`src/rtl/pmac_pkg.sv`:
```
package pmac_pkg;

    typedef enum logic [1:0] {
        ALU_ADD     = 2'd0,
        ALU_NEG_Z   = 2'd1,
        ALU_NOT_SUM = 2'd2,
        ALU_SUB     = 2'd3
    } alu_op_e;

    typedef enum logic [1:0] {
        ZS_ZERO     = 2'd0,
        ZS_CASC     = 2'd1,
        ZS_FEEDBACK = 2'd2,
        ZS_CIN      = 2'd3
    } zsel_e;

    typedef struct packed {
        zsel_e   zsel;
        alu_op_e op;
    } alu_ctl_t;

    typedef struct packed {
        logic     pre_sub;
        alu_ctl_t alu;
    } ctrl_t;

    function automatic ctrl_t decode_mode(input logic [4:0] m);
        ctrl_t c;
        c.pre_sub  = m[4];
        c.alu.zsel = zsel_e'(m[3:2]);
        c.alu.op   = alu_op_e'(m[1:0]);
        return c;
    endfunction

endpackage

```
`src/rtl/pmac_front.sv`:
```
module pmac_front
    import pmac_pkg::*;
#(
    parameter int AW = 25,
    parameter int BW = 18,
    parameter int PW = 48,
    localparam int SW = AW + 1
) (
    input  logic          clk,
    input  logic          rst_n,
    input  logic          en_opnd,
    input  logic          en_pre,
    input  logic [AW-1:0] a_i,
    input  logic [AW-1:0] d_i,
    input  logic [BW-1:0] b_i,
    input  logic [PW-1:0] c_i,
    input  ctrl_t         ctrl_i,
    output logic [SW-1:0] sum_o,
    output logic [BW-1:0] b_o,
    output logic [PW-1:0] c_o,
    output alu_ctl_t      alu_o
);

    typedef struct packed {
        logic [AW-1:0] a1;
        logic [AW-1:0] d1;
        logic [BW-1:0] b1;
        logic [PW-1:0] c1;
        ctrl_t         ctl1;
        logic [SW-1:0] sum2;
        logic [BW-1:0] b2;
        logic [PW-1:0] c2;
        alu_ctl_t      alu2;
    } front_t;

    front_t st_d, st_q;
    logic signed [SW-1:0] a_ext, d_ext;

    always_comb begin
        st_d  = st_q;
        a_ext = {st_q.a1[AW-1], st_q.a1};
        d_ext = {st_q.d1[AW-1], st_q.d1};
        if (en_opnd) begin
            st_d.a1   = a_i;
            st_d.d1   = d_i;
            st_d.b1   = b_i;
            st_d.c1   = c_i;
            st_d.ctl1 = ctrl_i;
        end
        if (en_pre) begin
            st_d.sum2 = st_q.ctl1.pre_sub ? (a_ext - d_ext) : (a_ext + d_ext);
            st_d.b2   = st_q.b1;
            st_d.c2   = st_q.c1;
            st_d.alu2 = st_q.ctl1.alu;
        end
    end

    always_ff @(posedge clk or negedge rst_n) begin
        if (!rst_n) st_q <= '0;
        else        st_q <= st_d;
    end

    assign sum_o = st_q.sum2;
    assign b_o   = st_q.b2;
    assign c_o   = st_q.c2;
    assign alu_o = st_q.alu2;

endmodule

```
`src/rtl/pmac_mult.sv`:
```
module pmac_mult
    import pmac_pkg::*;
#(
    parameter int SW = 26,
    parameter int BW = 18,
    parameter int PW = 48,
    localparam int MW = SW + BW
) (
    input  logic          clk,
    input  logic          rst_n,
    input  logic          en_mul,
    input  logic [SW-1:0] sum_i,
    input  logic [BW-1:0] b_i,
    input  logic [PW-1:0] c_i,
    input  alu_ctl_t      alu_i,
    output logic [PW-1:0] mul_o,
    output logic [PW-1:0] c_o,
    output alu_ctl_t      alu_o
);

    typedef struct packed {
        logic [PW-1:0] mul;
        logic [PW-1:0] c;
        alu_ctl_t      alu;
    } mult_t;

    mult_t st_d, st_q;
    logic signed [MW-1:0] prod;
    logic [PW-1:0] prod_ext;

    assign prod = $signed(sum_i) * $signed(b_i);

    generate
        if (MW < PW) begin : g_extend
            assign prod_ext = {{(PW-MW){prod[MW-1]}}, prod};
        end else begin : g_trunc
            assign prod_ext = prod[PW-1:0];
        end
    endgenerate

    always_comb begin
        st_d = st_q;
        if (en_mul) begin
            st_d.mul = prod_ext;
            st_d.c   = c_i;
            st_d.alu = alu_i;
        end
    end

    always_ff @(posedge clk or negedge rst_n) begin
        if (!rst_n) st_q <= '0;
        else        st_q <= st_d;
    end

    assign mul_o = st_q.mul;
    assign c_o   = st_q.c;
    assign alu_o = st_q.alu;

endmodule

```
`src/rtl/pmac_post.sv`:
```
module pmac_post
    import pmac_pkg::*;
#(
    parameter int PW = 48
) (
    input  logic          clk,
    input  logic          rst_n,
    input  logic          en_out,
    input  logic [PW-1:0] mul_i,
    input  logic [PW-1:0] c_i,
    input  logic [PW-1:0] casc_i,
    input  alu_ctl_t      alu_i,
    output logic [PW-1:0] p_o
);

    typedef struct packed {
        logic [PW-1:0] p;
    } post_t;

    post_t st_d, st_q;
    logic [PW-1:0] z_op;
    logic [PW-1:0] alu_res;

    always_comb begin
        unique case (alu_i.zsel)
            ZS_ZERO:     z_op = '0;
            ZS_CASC:     z_op = casc_i;
            ZS_FEEDBACK: z_op = st_q.p;
            default:     z_op = c_i;
        endcase
        unique case (alu_i.op)
            ALU_ADD:     alu_res = z_op + mul_i;
            ALU_NEG_Z:   alu_res = mul_i - z_op;
            ALU_NOT_SUM: alu_res = ~(z_op + mul_i);
            default:     alu_res = z_op - mul_i;
        endcase
        st_d = st_q;
        if (en_out) st_d.p = alu_res;
    end

    always_ff @(posedge clk or negedge rst_n) begin
        if (!rst_n) st_q <= '0;
        else        st_q <= st_d;
    end

    assign p_o = st_q.p;

endmodule

```
`src/rtl/preadd_mac_slice.sv`:
```
module preadd_mac_slice
    import pmac_pkg::*;
#(
    parameter int AW    = 25,
    parameter int BW    = 18,
    parameter int PW    = 48,
    parameter int SHIFT = 0,
    localparam int SW   = AW + 1
) (
    input  logic             clk,
    input  logic             rst_n,
    input  logic             en_opnd,
    input  logic             en_pre,
    input  logic             en_mul,
    input  logic             en_out,
    input  logic [AW-1:0]    a_in,
    input  logic [AW-1:0]    d_in,
    input  logic [BW-1:0]    b_in,
    input  logic [PW-1:0]    c_in,
    input  logic [4:0]       mode,
    input  logic [PW-1:0]    casc_in,
    output logic [PW-1:0]    casc_out,
    output logic [PW-SHIFT-1:0] p_out
);

    logic [SW-1:0] sum_q;
    logic [BW-1:0] b_q;
    logic [PW-1:0] c_pre_q;
    alu_ctl_t      alu_pre_q;
    logic [PW-1:0] mul_q;
    logic [PW-1:0] c_mul_q;
    alu_ctl_t      ctrl_m;
    logic [PW-1:0] p_q;

    pmac_front #(.AW(AW), .BW(BW), .PW(PW)) u_front (
        .clk     (clk),
        .rst_n   (rst_n),
        .en_opnd (en_opnd),
        .en_pre  (en_pre),
        .a_i     (a_in),
        .d_i     (d_in),
        .b_i     (b_in),
        .c_i     (c_in),
        .ctrl_i  (decode_mode(mode)),
        .sum_o   (sum_q),
        .b_o     (b_q),
        .c_o     (c_pre_q),
        .alu_o   (alu_pre_q)
    );

    pmac_mult #(.SW(SW), .BW(BW), .PW(PW)) u_mult (
        .clk    (clk),
        .rst_n  (rst_n),
        .en_mul (en_mul),
        .sum_i  (sum_q),
        .b_i    (b_q),
        .c_i    (c_pre_q),
        .alu_i  (alu_pre_q),
        .mul_o  (mul_q),
        .c_o    (c_mul_q),
        .alu_o  (ctrl_m)
    );

    pmac_post #(.PW(PW)) u_post (
        .clk    (clk),
        .rst_n  (rst_n),
        .en_out (en_out),
        .mul_i  (mul_q),
        .c_i    (c_mul_q),
        .casc_i (casc_in),
        .alu_i  (ctrl_m),
        .p_o    (p_q)
    );

    assign casc_out = p_q;

    generate
        if (SHIFT == 0) begin : g_full
            assign p_out = p_q;
        end else begin : g_slice
            assign p_out = p_q[PW-1:SHIFT];
        end
    endgenerate

endmodule

```
`config.mk`:
```
export PLATFORM = sky130hd
export DESIGN_NAME = preadd_mac_slice
export DESIGN_NICKNAME = d
export VERILOG_FILES = /design/src/rtl/pmac_pkg.sv /design/src/rtl/pmac_front.sv /design/src/rtl/pmac_mult.sv /design/src/rtl/pmac_post.sv /design/src/rtl/preadd_mac_slice.sv
export SDC_FILE = /design/constraint.sdc
export NUM_CORES = 2
export LEC_CHECK = 0
export BUFFER_PORTS_ARGS = -buffer_cell sky130_fd_sc_hd__buf_4
export CORE_MARGIN = 2
export CORE_UTILIZATION = 40
export CTS_CLUSTER_DIAMETER = 150
export DETAILED_ROUTE_END_ITERATION = 12
export PLACE_DENSITY = 0.64
export SLEW_MARGIN = 20
export SYNTH_ARGS = -nofsm -noshare
export SYNTH_HDL_FRONTEND = slang
export SYNTH_HIERARCHICAL = 1
export SYNTH_SLANG_ARGS = --single-unit
```
`constraint.sdc`:
```
create_clock -name clk -period 20.7 [get_ports clk]
set_clock_uncertainty 0.2 [all_clocks]
set_input_delay 4.14 -clock clk [delete_from_list [all_inputs] [get_ports clk]]
set_output_delay 4.14 -clock clk [all_outputs]
set_load 0.02 [all_outputs]
```
After elaboration in Yosys (flattened, before gate mapping)
Cells that the tools add are included.
Word-level totals
  bits of input ports: 175
  flip-flop bits (word level): 361
  output and inout port bits: 96
  word-level logic and storage cells: 33
Operators by class
  reductions and logical operators: 2
  mux-type cells: 3
  equality and inequality tests: 4
  $mul: 1
  bitwise operators: 1
  add/subtract/negate cells: 5
Operators with widths (count)
  $pmux W48 S3: 2
  $sub A48 B48 Y48: 2
  $add A48 B48 Y48: 1
  $not A48 Y48: 1
  $mul A26 B18 Y44: 1
  $add A25 B25 Y26: 1
  $mux W26: 1
  $sub A25 B25 Y26: 1
  $eq A2 B1 Y1 const B: 2
  $eq A2 B2 Y1 const B: 2
  $logic_not A2 Y1: 2

Depth between registers and ports, before layout
  word-level depth: 5
  depth in mapped cells: 27
  mapped depth without buffers: 23

Hierarchy
Netlist, hierarchy kept.
Modules (own cells, without submodules)
  pmac_mult: area an instance 20243.2 um2, instances 1, cells each 2142, sequential area each 2402.3 um2
  pmac_post: area an instance 11577.4 um2, instances 1, cells each 1635, sequential area each 1201.2 um2
  pmac_front: area an instance 10631.4 um2, instances 1, cells each 863, sequential area each 5430.2 um2
  preadd_mac_slice: area an instance 360.3 um2, instances 1, cells each 48, sequential area each 0.0 um2

Worst setup path after synthesis
OpenSTA, ideal clock, no wires.
  kind: input to register
  start point: input casc_in[3]
  end point: register u_post.st_q, in the netlist u_post/p_o[41]
  stages: 14
  arrival: 7.267 ns
  setup time: 0.137 ns
  buffers on the path: 1
  path slack: 13.096 ns
  data required time: 20.363 ns
  cell sequence: a22o_1 -> ha_1 -> buf_6 -> nor2_2 -> a221o_1 -> o2111a_2 -> o41ai_4 -> o32ai_2 -> a211oi_4 -> a31oi_1 -> mux2i_1 -> or4_1 -> xnor2_1 -> a21oi_1
Between the ends
  cells in the longest elaborated chain, start to end: 4
  elaborated cells between the ends (all ways): 6
  those cells by class: add/sub (3); mux (2); bitwise (1)
RTL lines
  from (decl): line preadd_mac_slice.sv:21  | input logic [PW-1:0] casc_in,
  $pmux W48 S3 (*): line pmac_post.sv:25  | unique case (alu_i.zsel)
  $add A48 B48 Y48: line pmac_post.sv:32, pmac_post.sv:34
  $not A48 Y48: line pmac_post.sv:34  | ALU_NOT_SUM: alu_res = ~(z_op + mul_i);
  $pmux W48 S3 (*): line pmac_post.sv:31  | unique case (alu_i.op)
  to (signal assigned): line pmac_post.sv:43  | else st_q <= st_d;
  to (decl): line pmac_post.sv:20  | post_t st_d, st_q;
Every way passes the cells marked *; elsewhere a longest branch is shown, timed or not.
A chain may end at the register's enable or synchronous reset.

Worst setup path after layout
  start point: input casc_in[4]
  end point: register u_post.st_q, in the netlist u_post/p_o[41]
The elaborated chain is that of the path after synthesis.

==> flow_summary.toml <==
[run_status]
status = "finished, final reports clean"

[timing]
min_period_over_period = 0.387
tightest_slew_ns = 1.09
setup_tns_ns = 0
clock.fmax_ghz = 0.125
setup_viol = 0
min_period_ns = 8.01
finalMaxSlewViolations = 0
setup_ws_ns = 12.69
hold_violations = 0
rsz0062_at_grt = "false"
maxSlewHeadroom = 0.258

[worst_setup_path]
cp.required_ns = 21.02
regToRegSetupSlack_ns = 13.43
slowest_stage = "o41ai_4"
startpoint_type = "input port"
timing.rr.end = "u_mult/mul_o[34]"
critPathKind = "in -> reg"
worstReg2RegStart = "u_front/sum_o[7]"
critical_path.cell_chain = "buf_4, a22o_1, ha_1, inv_1, a221o_1, o2111a_2, o41ai_4, o32ai_2, a211oi_4, a31oi_1, mux2i_1, or4_1, xnor2_1, a21oi_1"
slowest_delay_ns = 0.66
reg2reg_depth = 21
cp-end-kind = "flip-flop"
worstPathMaxFanout = 12
arrival_ns = 8.33

[clock_network]
clockRootBuffer = "clkbuf_16"
post_cts_buffers = 0
clk_pin_slew_ns = 0.06
insertion_delay_ns = 0.65
hold_buffers = 0
htreeDepth = 2
cts_buffer_depth = 3
cts_resized = 0
cts_tree = "done"
clock-sinks = 361
cts-buffers-inserted = 43

[global_routing]
track_usage = 0.244
met3_usage = 0.0478
grt_use_met1 = 0.345
grt_overflow = 0
grt_first_pass_wirelength_um = 205000
grt_use_met2 = 0.375
antenna_found_initial = 4
top_usage_layer = "met2"
grt_pass1_vias = 33818
grt_max_degree = 90

[route]
dr.pass1.iters = 7
vias_per_cell = 5.51
drt_iter0_drc = 2735
finalWirelength_um = 134000
drc = 0
ant_nets = 0
wire_per_inst_um = 21.9
via_count = 33708

[floorplanning]
io_pins = 271
initial_utilization = 0.402
die_h_um = 331
dieWidth_um = 331
coreArea_um2 = 107000
num_rows = 120
die_area_um2 = 110000

[finish]
final_common_cell = "inv_1"
n_fill_cell = 10441
final_area_um2 = 46400
multi_input_area_um2 = 29000
layout_common_cells = "752 x inv_1, 461 x fa_1, 410 x nand2_1"
utilization = 0.435
syn_to_final_growth_pct = 8.43
nNetsFinal = 5599
seq_area_um2 = 9040
post_route_cells_drive_above_1_share = 0.167

[place]
place_congestion = 1.03
place_ws_ns = 12.11
place.detailed.hpwl_um = 106000
placement.io_buffers = 270
placed_cell_area_um2 = 45000

[yosys]
yosysSeqAreaShare = 0.211
syn_inst = 4688
synth_edf_count = 0
synth_async_sr_flop_share = 1.00
synth_area_um2 = 42800
ys_types = 107
synth_fp_nets = 5601
yosys_most_used_dff = "dfrtp_1"
synth_seq_cells = 361
avgSynthCellArea_um2 = 9.13
synth_warnings = 6

[worst_hold_path]
min_path_type = "reg -> reg"
hold-path-cell-count = 1
hold_path_startpoint = "u_front/c_o[3]"
hold_end = "u_mult/c_o[3]"

[job]
cap_violations = 0
==> state kept, by name, summed over array words and instances (netlist names) <==
register       count
u_mult/mul_o      44
u_mult/alu_o       4
u_front/st_q      71
u_front/b_o       18
u_mult/c_o        48
u_front/sum_o     26
u_front/a_ext     25
u_front/c_o       48
u_front/d_ext     25
u_front/alu_o      4
u_post/p_o        48
==> cells in the mapped netlist, types with 50 or more instances <==
library cell,number,area [um^2]
a21o_1,50,375
a21oi_1,304,1520
and2_1,185,1160
buf_4,152,1140
clkbuf_1,181,679
dfrtp_1,361,9030
fa_1,461,9230
ha_1,277,3470
inv_1,752,2820
mux2_2,343,3860
nand2_1,410,1540
nor2_1,231,867
nor3_1,56,280
o21ai_0,117,586
o21bai_1,54,405
xnor2_1,114,998
==> final cells by class <==
class	instances	area share
Inverter	756	0.0611
Timing Repair Buffer	318	0.0520
Tap cell	1403	0.0378
Sequential cell	361	0.195
Antenna cell	4	0.000216
Multi-Input combinational cell	3206	0.624
Clock buffer	58	0.0265
Clock inverter	16	0.00345
==> routing by layer <==
metal / part of all wire / up-vias
li1: - / 15207
met1: 0.45 / 17032
met2: 0.44 / 1271
met3: 0.078 / 198
met4: 0.034 / 0
met5: 0 / -
==> worst max-delay path by stage <==
stage	from	endpoint	slack [ns]	depth (start not counted)
after floorplan	casc_in[3]	u_post/p_o[41]	13.10	14
after global placement	casc_in[0]	u_post/p_o[42]	12.16	17
after detailed placement	casc_in[4]	u_post/p_o[41]	12.11	14
after CTS	casc_in[0]	u_post/p_o[42]	12.79	17
after global routing	casc_in[0]	u_post/p_o[42]	12.51	17
final	casc_in[4]	u_post/p_o[41]	12.69	14
==> critical path: cells and delay by family <==
family,cells,cell delay [ns]
compound gates,8,2.45
buf+inv,2,0.25
simple gates,1,0.55
mux,1,0.14
xor+xnor,1,0.15
fa+ha+maj,1,0.65
==> through the flow <==
| stage | instances | hold WS [ns] |
|---|---|---|
| 2_1_floorplan | 4688 | 0.253 |
| 3_3_place_gp | 6044 | 0.264 |
| 3_5_place_dp | 6044 | 0.284 |
| 4_1_cts | 6118 | 0.281 |
| 5_1_grt | 6118 | 0.304 |
| 6_report | 6122 | 0.282 |
==> logic make-up (layout without fill, tap and decap cells) <==
family | Yosys count | in the layout | synth area share
buffers and inverters | 1121 | 1148 | 0.112
AND/OR/NAND/NOR | 1098 | 1098 | 0.122
AO/OA/AOI/OAI | 877 | 877 | 0.136
adder cells (fa/ha/maj) | 738 | 738 | 0.297
flip-flops | 361 | 361 | 0.211
multiplexers | 357 | 357 | 0.0936
XOR/XNOR | 136 | 136 | 0.0278
other | 0 | 4 | 0
Power is not shown: default switching activity piles up to over one toggle a cycle in this logic, so the estimate is an artifact.
